--- config.mk ---
export PLATFORM = sky130hd
export DESIGN_NAME = ep0_ctl_reg
export DESIGN_NICKNAME = d
export VERILOG_FILES = /design/src/rtl/ep0_ctl_reg.sv
export SDC_FILE = /design/constraint.sdc
export NUM_CORES = 1
export LEC_CHECK = 0
export BUFFER_PORTS_ARGS = -buffer_cell sky130_fd_sc_hd__buf_2
export CAP_MARGIN = 20
export CORE_AREA = 2 2 39 41
export CTS_CLUSTER_SIZE = 8
export DETAILED_ROUTE_END_ITERATION = 7
export DIE_AREA = 0 0 41 43
export GPL_TIMING_DRIVEN = 0
export PLACE_DENSITY = 0.55
export SETUP_SLACK_MARGIN = 0.15
export SLEW_MARGIN = 10
export SYNTH_ARGS = -nofsm -noshare
export SYNTH_HDL_FRONTEND = slang
export SYNTH_SLANG_ARGS = --single-unit
--- constraint.sdc ---
create_clock -name clk -period 2.1 [get_ports clk]
set_input_delay 0 -clock clk [delete_from_list [all_inputs] [get_ports clk]]
set_output_delay 0 -clock clk [all_outputs]
set_load 0.01 [all_outputs]
--- src/rtl/ep0_ctl_reg.sv ---
module ep0_ctl_reg (
  input  logic       clk,
  input  logic       rst_n,
  input  logic       wr_en,
  input  logic [7:0] wr_data,
  output logic [7:0] rd_data,
  input  logic       ev_rx_done,
  input  logic       ev_tx_done,
  input  logic       ev_stall_sent,
  input  logic       ev_early_end,
  input  logic       irq_en,
  output logic       stall_req,
  output logic       fifo_flush,
  output logic       irq
);
  logic early_end_q, data_end_q, stall_sent_q, tx_rdy_q, rx_rdy_q;
  logic early_set;

  assign early_set = ev_early_end & ~data_end_q;
  assign rd_data   = {3'b000, early_end_q, data_end_q, stall_sent_q, tx_rdy_q, rx_rdy_q};

  always_ff @(posedge clk) begin
    if (!rst_n) begin
      early_end_q  <= 1'b0;
      data_end_q   <= 1'b0;
      stall_sent_q <= 1'b0;
      tx_rdy_q     <= 1'b0;
      rx_rdy_q     <= 1'b0;
      stall_req    <= 1'b0;
      fifo_flush   <= 1'b0;
      irq          <= 1'b0;
    end else begin
      if (early_set)                    early_end_q <= 1'b1;
      else if (wr_en && wr_data[7])     early_end_q <= 1'b0;

      if (ev_rx_done)                   rx_rdy_q <= 1'b1;
      else if (wr_en && wr_data[6])     rx_rdy_q <= 1'b0;

      if (wr_en && wr_data[5])          stall_req <= 1'b1;
      else if (ev_stall_sent)           stall_req <= 1'b0;

      if (ev_stall_sent)                stall_sent_q <= 1'b1;
      else if (wr_en && !wr_data[2])    stall_sent_q <= 1'b0;

      if (wr_en && wr_data[3])          data_end_q <= 1'b1;
      else if (ev_tx_done || ev_rx_done) data_end_q <= 1'b0;

      if (wr_en && wr_data[1])          tx_rdy_q <= 1'b1;
      else if (ev_tx_done)              tx_rdy_q <= 1'b0;

      fifo_flush <= early_set;
      irq        <= irq_en & ((early_set & ~early_end_q) | (ev_rx_done & ~rx_rdy_q));
    end
  end

  assert_rx_set_wins_R3: assert property (@(posedge clk) disable iff (!rst_n)
    ev_rx_done |=> rd_data[0]);
  assert_rx_cleared_R3: assert property (@(posedge clk) disable iff (!rst_n)
    (wr_en && wr_data[6] && !ev_rx_done) |=> !rd_data[0]);
  assert_flush_with_flag_R5: assert property (@(posedge clk) disable iff (!rst_n)
    fifo_flush |-> rd_data[4]);
  assert_stall_done_R6: assert property (@(posedge clk) disable iff (!rst_n)
    (ev_stall_sent && !(wr_en && wr_data[5])) |=> (!stall_req && rd_data[2]));
  assert_tx_write_wins_R7: assert property (@(posedge clk) disable iff (!rst_n)
    (wr_en && wr_data[1]) |=> rd_data[1]);
  assert_irq_gated_R9: assert property (@(posedge clk) disable iff (!rst_n)
    irq |-> $past(irq_en));
endmodule

# Yosys cells after proc, flatten, opt, wreduce, memory -nomap -nowiden

Cells that the tools add are included.

Bits in registers: 8
Output and inout port bits: 11
Logic and storage cells: 42

Reductions and logical operators: 14
Muxes and demuxes: 12
Bitwise gates (word level): 8

Operators with widths:

| kind               | number |
|---|---|
| 1-bit 2-to-1 mux   | 12 |
| 2-bit nonzero test | 6 |
| 1-bit logical AND  | 6 |
| 1-bit bitwise AND  | 4 |
| 1-bit inverter     | 3 |
| 1-bit logical NOT  | 1 |
| 1-bit logical OR   | 1 |
| 1-bit bitwise OR   | 1 |

# Depth between registers and ports, before layout

Gate-level depths: netlist (run 1).

Depth after elaboration: 5
Depth in mapped cells: 3
Gate-level depth less buffers: 3

# Worst setup path before layout (run 1)

OpenSTA, ideal clock, no wires.

Path type: reg-to-reg
Start: register data_end_q
End: register irq
Slack: 1.240 ns
Library setup time: 0.116 ns
Arrival: 0.744 ns
Clock period less this slack: 0.860 ns
Cell stages (with the launch flop): 4
Cell sequence: dfxtp_1 nor2b_4 a22o_1 and3_1

Longest elaborated chain between the ends: 5

RTL lines:

| item                     | line | text |
|---|---|---|
| start: declaration       | 16   | `logic early_end_q, data_end_q, stall_sent_q, tx_rdy_q, rx_rdy_q;` |
| start signal: assignment | 25   | `data_end_q <= 1'b0;` |
| start signal: assignment | 45   | `if (wr_en && wr_data[3]) data_end_q <= 1'b1;` |
| start signal: assignment | 46   | `else if (ev_tx_done \|\| ev_rx_done) data_end_q <= 1'b0;` |
| 1-bit inverter           | 19   | `assign early_set = ev_early_end & ~data_end_q;` |
| 1-bit bitwise AND        | 19   |  |
| 1-bit bitwise AND        | 52   | `irq <= irq_en & ((early_set & ~early_end_q) \| (ev_rx_done & ~rx_rdy_q));` |
| 1-bit bitwise OR         | 52   |  |
| 1-bit bitwise AND        | 52   |  |
| end signal: assignment   | 52   |  |
| end: declaration         | 14   | `output logic irq` |

Every way passes these cells.
A chain may end at the register's enable or synchronous reset.

# Worst setup path after layout (run 1)

Ends and elaborated chain as after synthesis.

==> flow_summary_export.csv, run 1 <==
group,metric,value,unit
timing,fin_crit,0.894,ns
pwr,p_int,0.267,mW
grt,first_global_vias,288,
logic_synthesis,synthMuxAreaShare,0,
drt,detail-route-antenna-nets,0,
finish,nets,88,
drt,wl_per_cell,8.71,µm
placed_design,gp_congestion,0.684,
drt,drt-total-wl,749,µm
logic_synthesis,synth_xor_area_frac,0,
status,status,"complete, no violations",
flow_run,drv_cap,0,
timing,min_period_over_period,0.426,
clock_tree,htree_num_levels,1,
pwr,leakagePower,0.296,nW
clock_tree,cts.root.buffer_cell,"clkbuf_4",
timing,setup_tns,0,ns
pwr,report.power.total,0.347,mW
clock_tree,cts_buffers,3,
logic_synthesis,synthCells,41,
grt,grt-busiest-layer,"met2",
grt,grt_max_degree,9,
worst_setup_path,cp-start-kind,"flip-flop",
drt,drt-pass1-iter-count,2,
grt,antenna_found_initial,0,
floorplan,row_count,14,
drt,viasPerCell,3.93,
worst_setup_path,critPathArrivalTime,1.04,ns
grt,grt_first_pass_wirelength,1120,µm
logic_synthesis,synth_top_family_by_area,"simple AND/OR/NAND/NOR gates",
timing,slew_violations,0,
finish,antenna_cells,0,
worst_setup_path,slowest_stage,"dfxtp_1",
timing,fmax,1.12,GHz
clock_tree,cts_buffer_depth,2,
pwr,seqPwrFrac,0.480,
logic_synthesis,synth_area_per_cell,9.00,µm²
drt,drc,0,
clock_tree,cts_tree,"done",
pwr,clock_power_share,0.330,
clock_tree,clk_latency,0.25,ns
pwr,power_frac_comb,0.191,
logic_synthesis,yosys.area_share.simple,0.254,
placed_design,port_buffers,21,
logic_synthesis,synth_top_area_cell,"dfxtp_1",
floorplan,fp.dieArea,0.00176,mm²
logic_synthesis,ys.warnings.count,0,
worst_hold_path,worstHoldPathType,"in2reg",
floorplan,die_w,41,µm
timing,finalWorstSetupSlack,1.21,ns
finish,syn_to_final_growth,50.2,%
logic_synthesis,synth_cell_types,14,
logic_synthesis,synth-seq-area-share,0.434,
grt,grt_overflow,0,
drt,num_vias,338,
grt,grt_util_met2,0.138,
floorplan,core,0.00138,mm²
timing,rsz0062_at_grt,"false",
worst_setup_path,critPathKind,"reg2reg",
worst_setup_path,crit_path_max_fanout,3,
worst_setup_path,slowest_delay,0.38,ns
logic_synthesis,synth.area.top_cells,"dfxtp_1, buf_4, nor2b_1",
floorplan,ioPinCount,27,
grt,use_met3,0.0838,
drt,first_iter_violations,4,
grt,grt.met1_usage,0.0997,
logic_synthesis,yosys.area_share.adder,0,
pwr,ir_worst_vdd,0.000224,V
logic_synthesis,synth_compound_area_frac,0.119,
worst_setup_path,crit_family,"flip-flops",
floorplan,initial_utilization,0.267,
timing,hold_violations,0,
logic_synthesis,yosys_register_bits,8,
clock_tree,cts.sinks,8,
logic_synthesis,synth.top_cell.area_share,0.434,
pwr,p_switching,0.0799,mW
timing,setup_violations,0,
timing,skew,0.00251,ns
worst_setup_path,path_cells,"nor2b_4 -> a22o_1 -> and3_1",
timing,hold_ws,0.00678,ns
pwr,switching_share,0.230,
finish,drive_above_1_share,0.486,
worst_setup_path,cp.required,2.25,ns
logic_synthesis,netlist_area,369,µm²
clock_tree,cts.reportedPaths.clkPinSlew,0.05,ns
pwr,powerDensity,626,mW/mm²
worst_setup_path,crit_buf_inv,0,
placed_design,place_ws,1.20,ns
grt,grt_util_all_layers,0.103,
worst_setup_path,end_kind,"flip-flop",
finish,fin_util,0.401,
floorplan,die_h,43,µm
worst register-to-register path, cell delays in order, from the launching register on:
cell and delay (ns):
dfxtp_1 0.38, nor2b_4 0.06, a22o_1 0.19, and3_1 0.17
synthesized netlist by cell type:
master,instances
a22o_1,1
inv_1,2
nand2b_1,3
and2_2,1
nor2b_1,4
dfxtp_1,8
a21boi_0,2
conb_1,1
nand2_1,4
nor2b_4,1
and3_1,1
a21oi_1,4
buf_4,8
nor3b_1,1
flip-flops by register name, indices dropped and copies added (netlist names):
| register | flops |
|---|---|
| data_end_q | 1 |
| early_end_q | 1 |
| fifo_flush | 1 |
| irq | 1 |
| rx_rdy_q | 1 |
| stall_req | 1 |
| stall_sent_q | 1 |
| tx_rdy_q | 1 |
through the flow:
stage               instances  cell area, µm²
finish                     86             554
global route               86             554
CTS                        86             554
detailed placement         80             502
global placement           80             502
floorplan                  43             377
placed cells by master (no fill, tap or decap):
master | netlist | routed
a21boi_0 | 2 | 2
a21oi_1 | 4 | 4
a22o_1 | 1 | 1
and2_2 | 1 | 1
and3_1 | 1 | 1
buf_2 | 0 | 21
buf_4 | 8 | 8
clkbuf_4 | 0 | 3
conb_1 | 1 | 3
dfxtp_1 | 8 | 8
dlygate4sd3_1 | 0 | 3
inv_1 | 2 | 2
nand2_1 | 4 | 4
nand2b_1 | 3 | 3
nor2b_1 | 4 | 4
nor2b_4 | 1 | 1
nor3b_1 | 1 | 1
logic make-up after synthesis:
| family | count (synthesis) |
|---|---|
| flops | 8 |
| other cells | 1 |
| compound gates | 7 |
| simple gates | 15 |
| buf+inv | 10 |
timing repair:
| item | CTS | global route |
|---|---|---|
| setup endpoints to repair | 0 | 0 |
| endpoints found under the hold margin | 3 | 0 |
| buffers inserted | 0 | 0 |
| hold buffers | 3 | 0 |
| gates resized for setup | 0 | 0 |
layer usage:
metal | part of all wire | vias to the layer above
li1 | - | 177
met1 | 0.40 | 146
met2 | 0.48 | 13
met3 | 0.10 | 2
met4 | 0.019 | 0
met5 | 0 | -
power groups by stage:
stage | logic [mW] | registers (mW) | clock network (mW)
CTS | 0.0670 | 0.166 | 0.122
finish | 0.0661 | 0.166 | 0.114
global route | 0.0738 | 0.168 | 0.132
global placement | 0.0622 | 0.170 | 0
detailed placement | 0.0625 | 0.170 | 0
floorplan | 0.0350 | 0.171 | 0
final timing paths:
path / cells past startpoint / end / slack, ns / start
setup / recovery: 3 / irq / 1.21 / data_end_q
hold / removal: 3 / tx_rdy_q / 0.007 / wr_data[1]
hold reg to reg: 2 / stall_req / 0.48 / stall_req
setup reg to reg: 3 / irq / 1.21 / data_end_q
cell type report:
| cell class | count | area [µm²] |
|---|---|---|
| fillers | 164 | 830 |
| repair buffers | 24 | 135 |
| multi-input cells | 25 | 149 |
| inverters | 2 | 7.51 |
| plain buffers | 8 | 60.1 |
| clock buffers | 3 | 22.5 |
| flip-flops and latches | 8 | 160 |
| well taps | 16 | 20.0 |
(Power assumes the default switching activity.)
==> inputs of run 2 (changes only) <==
==> constraint.sdc (replaced) <==
create_clock -name clk -period 0.9 [get_ports clk]
set_input_delay 0 -clock clk [delete_from_list [all_inputs] [get_ports clk]]
set_output_delay 0 -clock clk [all_outputs]
set_load 0.01 [all_outputs]
==> flow_summary_export.csv, run 2 (same netlist as run 1, synthesis figures left out) <==
group,metric,value,unit
grt,first_global_vias,289,
pwr,powerDensity,1340,mW/mm²
drt,drt-pass1-iter-count,3,
clock_tree,clk_latency,0.25,ns
grt,grt_first_pass_wirelength,1090,µm
clock_tree,cts.sinks,8,
timing,setup_violations,0,
worst_setup_path,cp-startpoint,"data_end_q",
worst_setup_path,critPathArrivalTime,0.95,ns
floorplan,fp.dieArea,0.00176,mm²
worst_setup_path,end_kind,"flip-flop",
timing,setup_tns,0,ns
worst_setup_path,reg2reg_to,"irq",
drt,detail-route-antenna-nets,0,
floorplan,row_count,14,
drt,num_vias,337,
finish,syn_to_final_growth,69.8,%
clock_tree,cts_buffers,3,
timing,fin_crit,0.807,ns
finish,antenna_cells,0,
timing,hold_ws,0.0154,ns
worst_setup_path,reg2reg_depth,3,
pwr,power_frac_comb,0.221,
pwr,clock_power_share,0.310,
finish,layout_common_cells,"buf_2, buf_6, dfxtp_2",
worst_setup_path,crit_path_max_fanout,3,
worst_setup_path,slowest_delay,0.36,ns
pwr,leakagePower,0.314,nW
worst_setup_path,cp-start-kind,"flip-flop",
clock_tree,cts_tree,"done",
status,status,"complete, no violations",
worst_setup_path,r2r_setup_slack,0.09,ns
timing,fmax,1.24,GHz
grt,antenna_found_initial,0,
finish,final_common_cell,"buf_2",
grt,grt.met1_usage,0.103,
worst_setup_path,cp.required,1.04,ns
placed_design,dpl.hpwl,568,µm
pwr,switching_share,0.224,
pwr,p_int,0.654,mW
finish,drive_above_1_share,0.592,
clock_tree,cts.root.buffer_cell,"clkbuf_4",
placed_design,gp_congestion,0.662,
timing,rsz0062_at_grt,"true",
floorplan,core,0.00138,mm²
timing,skew,0.00119,ns
drt,wl_per_cell,8.33,µm
placed_design,port_buffers,21,
worst_setup_path,crit_buf_inv,0,
finish,nets,89,
worst_setup_path,crit_family,"flip-flops",
grt,use_met3,0.0785,
worst_setup_path,crit_cells,3,
drt,first_iter_violations,3,
worst_setup_path,slowest_stage,"dfxtp_2",
floorplan,die_w,41,µm
clock_tree,htree_num_levels,1,
worst_setup_path,r2r_start,"data_end_q",
timing,min_period_over_period,0.897,
grt,grt_util_all_layers,0.106,
clock_tree,post-cts-setup-buffers,0,
worst_hold_path,worstHoldPathType,"in2reg",
worst_setup_path,critPathKind,"reg2reg",
drt,drt-total-wl,725,µm
grt,grt_overflow,0,
timing,hold_violations,0,
grt,grt-busiest-layer,"met2",
pwr,p_switching,0.189,mW
grt,grt_util_met2,0.134,
pwr,seqPwrFrac,0.469,
clock_tree,cts_buffer_depth,2,
floorplan,ioPinCount,27,
pwr,ir_worst_vdd,0.000530,V
drt,drc,0,
worst_setup_path,path_cells,"nor2b_4 -> a22o_1 -> and3_1",
clock_tree,cts.reportedPaths.clkPinSlew,0.05,ns
grt,grt_max_degree,9,
floorplan,die_h,43,µm
flow_run,drv_cap,0,
timing,slew_violations,0,
drt,viasPerCell,3.87,
floorplan,initial_utilization,0.267,
worst_setup_path,endpoint,"irq",
==> run 2: changes by cell type in the layout (fill, tap and decap cells not counted) <==
| cell | previous run | this run |
|---|---|---|
| dfxtp_2 | 0 | 6 |
| dlygate4sd3_1 | 3 | 4 |
| buf_4 | 8 | 3 |
| nor3b_1 | 1 | 0 |
| buf_2 | 21 | 16 |
| nor3b_2 | 0 | 1 |
| inv_2 | 0 | 1 |
| inv_1 | 2 | 1 |
| dfxtp_1 | 8 | 2 |
| buf_6 | 0 | 10 |
==> run 2: power groups by stage <==
stage | clock network [mW] | registers (mW) | logic, mW
detailed placement | 0 | 0.398 | 0.146
global route | 0.304 | 0.398 | 0.204
global placement | 0 | 0.397 | 0.145
CTS | 0.282 | 0.393 | 0.184
floorplan | 0 | 0.400 | 0.0818
finish | 0.262 | 0.395 | 0.186
==> run 2: routing by layer <==
layer / up-vias / part of all wire / wire length (µm)
met2: 14 / 0.46 / 331
met3: 2 / 0.080 / 58
met5: - / 0 / 0
li1: 180 / - / -
met1: 141 / 0.43 / 315
met4: 0 / 0.026 / 19
==> run 2: worst min-delay path by stage <==
| stage | slack [ns] | to | depth (start not counted) | start |
|---|---|---|---|---|
| floorplan | 0.13 | rx_rdy_q | 1 | rst_n |
| global placement | 0.24 | stall_sent_q | 3 | ev_stall_sent |
| detailed placement | 0.24 | irq | 2 | irq_en |
| CTS | -0.02 | irq | 2 | irq_en |
| global route | 0.04 | stall_req | 3 | ev_stall_sent |
| finish | 0.02 | data_end_q | 3 | wr_data[3] |
==> run 2: layout make-up <==
cell class                 instances  area (µm²)
timing repair buffer              25         176
buffer                             8        78.8
inverter                           2        7.51
sequential                         8         168
tap                               16        20.0
clock buffer                       3        22.5
multi-input combinational         25         154
fill                             151         757
==> run 2: repair_timing <==
action / in CTS / in global routing
gates cloned: 0 / 0
gates resized for setup: 12 / 3
endpoints found under the hold margin: 4 / 1
endpoints found under the setup margin: 7 / 8
hold buffers: 3 / 1
==> run 2: worst min-delay path, cell delays in order <==
cell     delay, ns
buf_2         0.07
a21oi_1       0.05
nor2b_1       0.10
==> run 2: metrics by stage <==
stage	setup WS (ns)	util	power (mW)	instance area, µm²	cells
finish	0.0928	0.453	0.843	627	87
global route	0.0588	0.453	0.906	627	87
CTS	0.0840	0.442	0.859	612	86
detailed placement	0.0993	0.365	0.544	505	80
global placement	0.107	0.365	0.543	505	80
floorplan	0.129	-	0.482	380	43
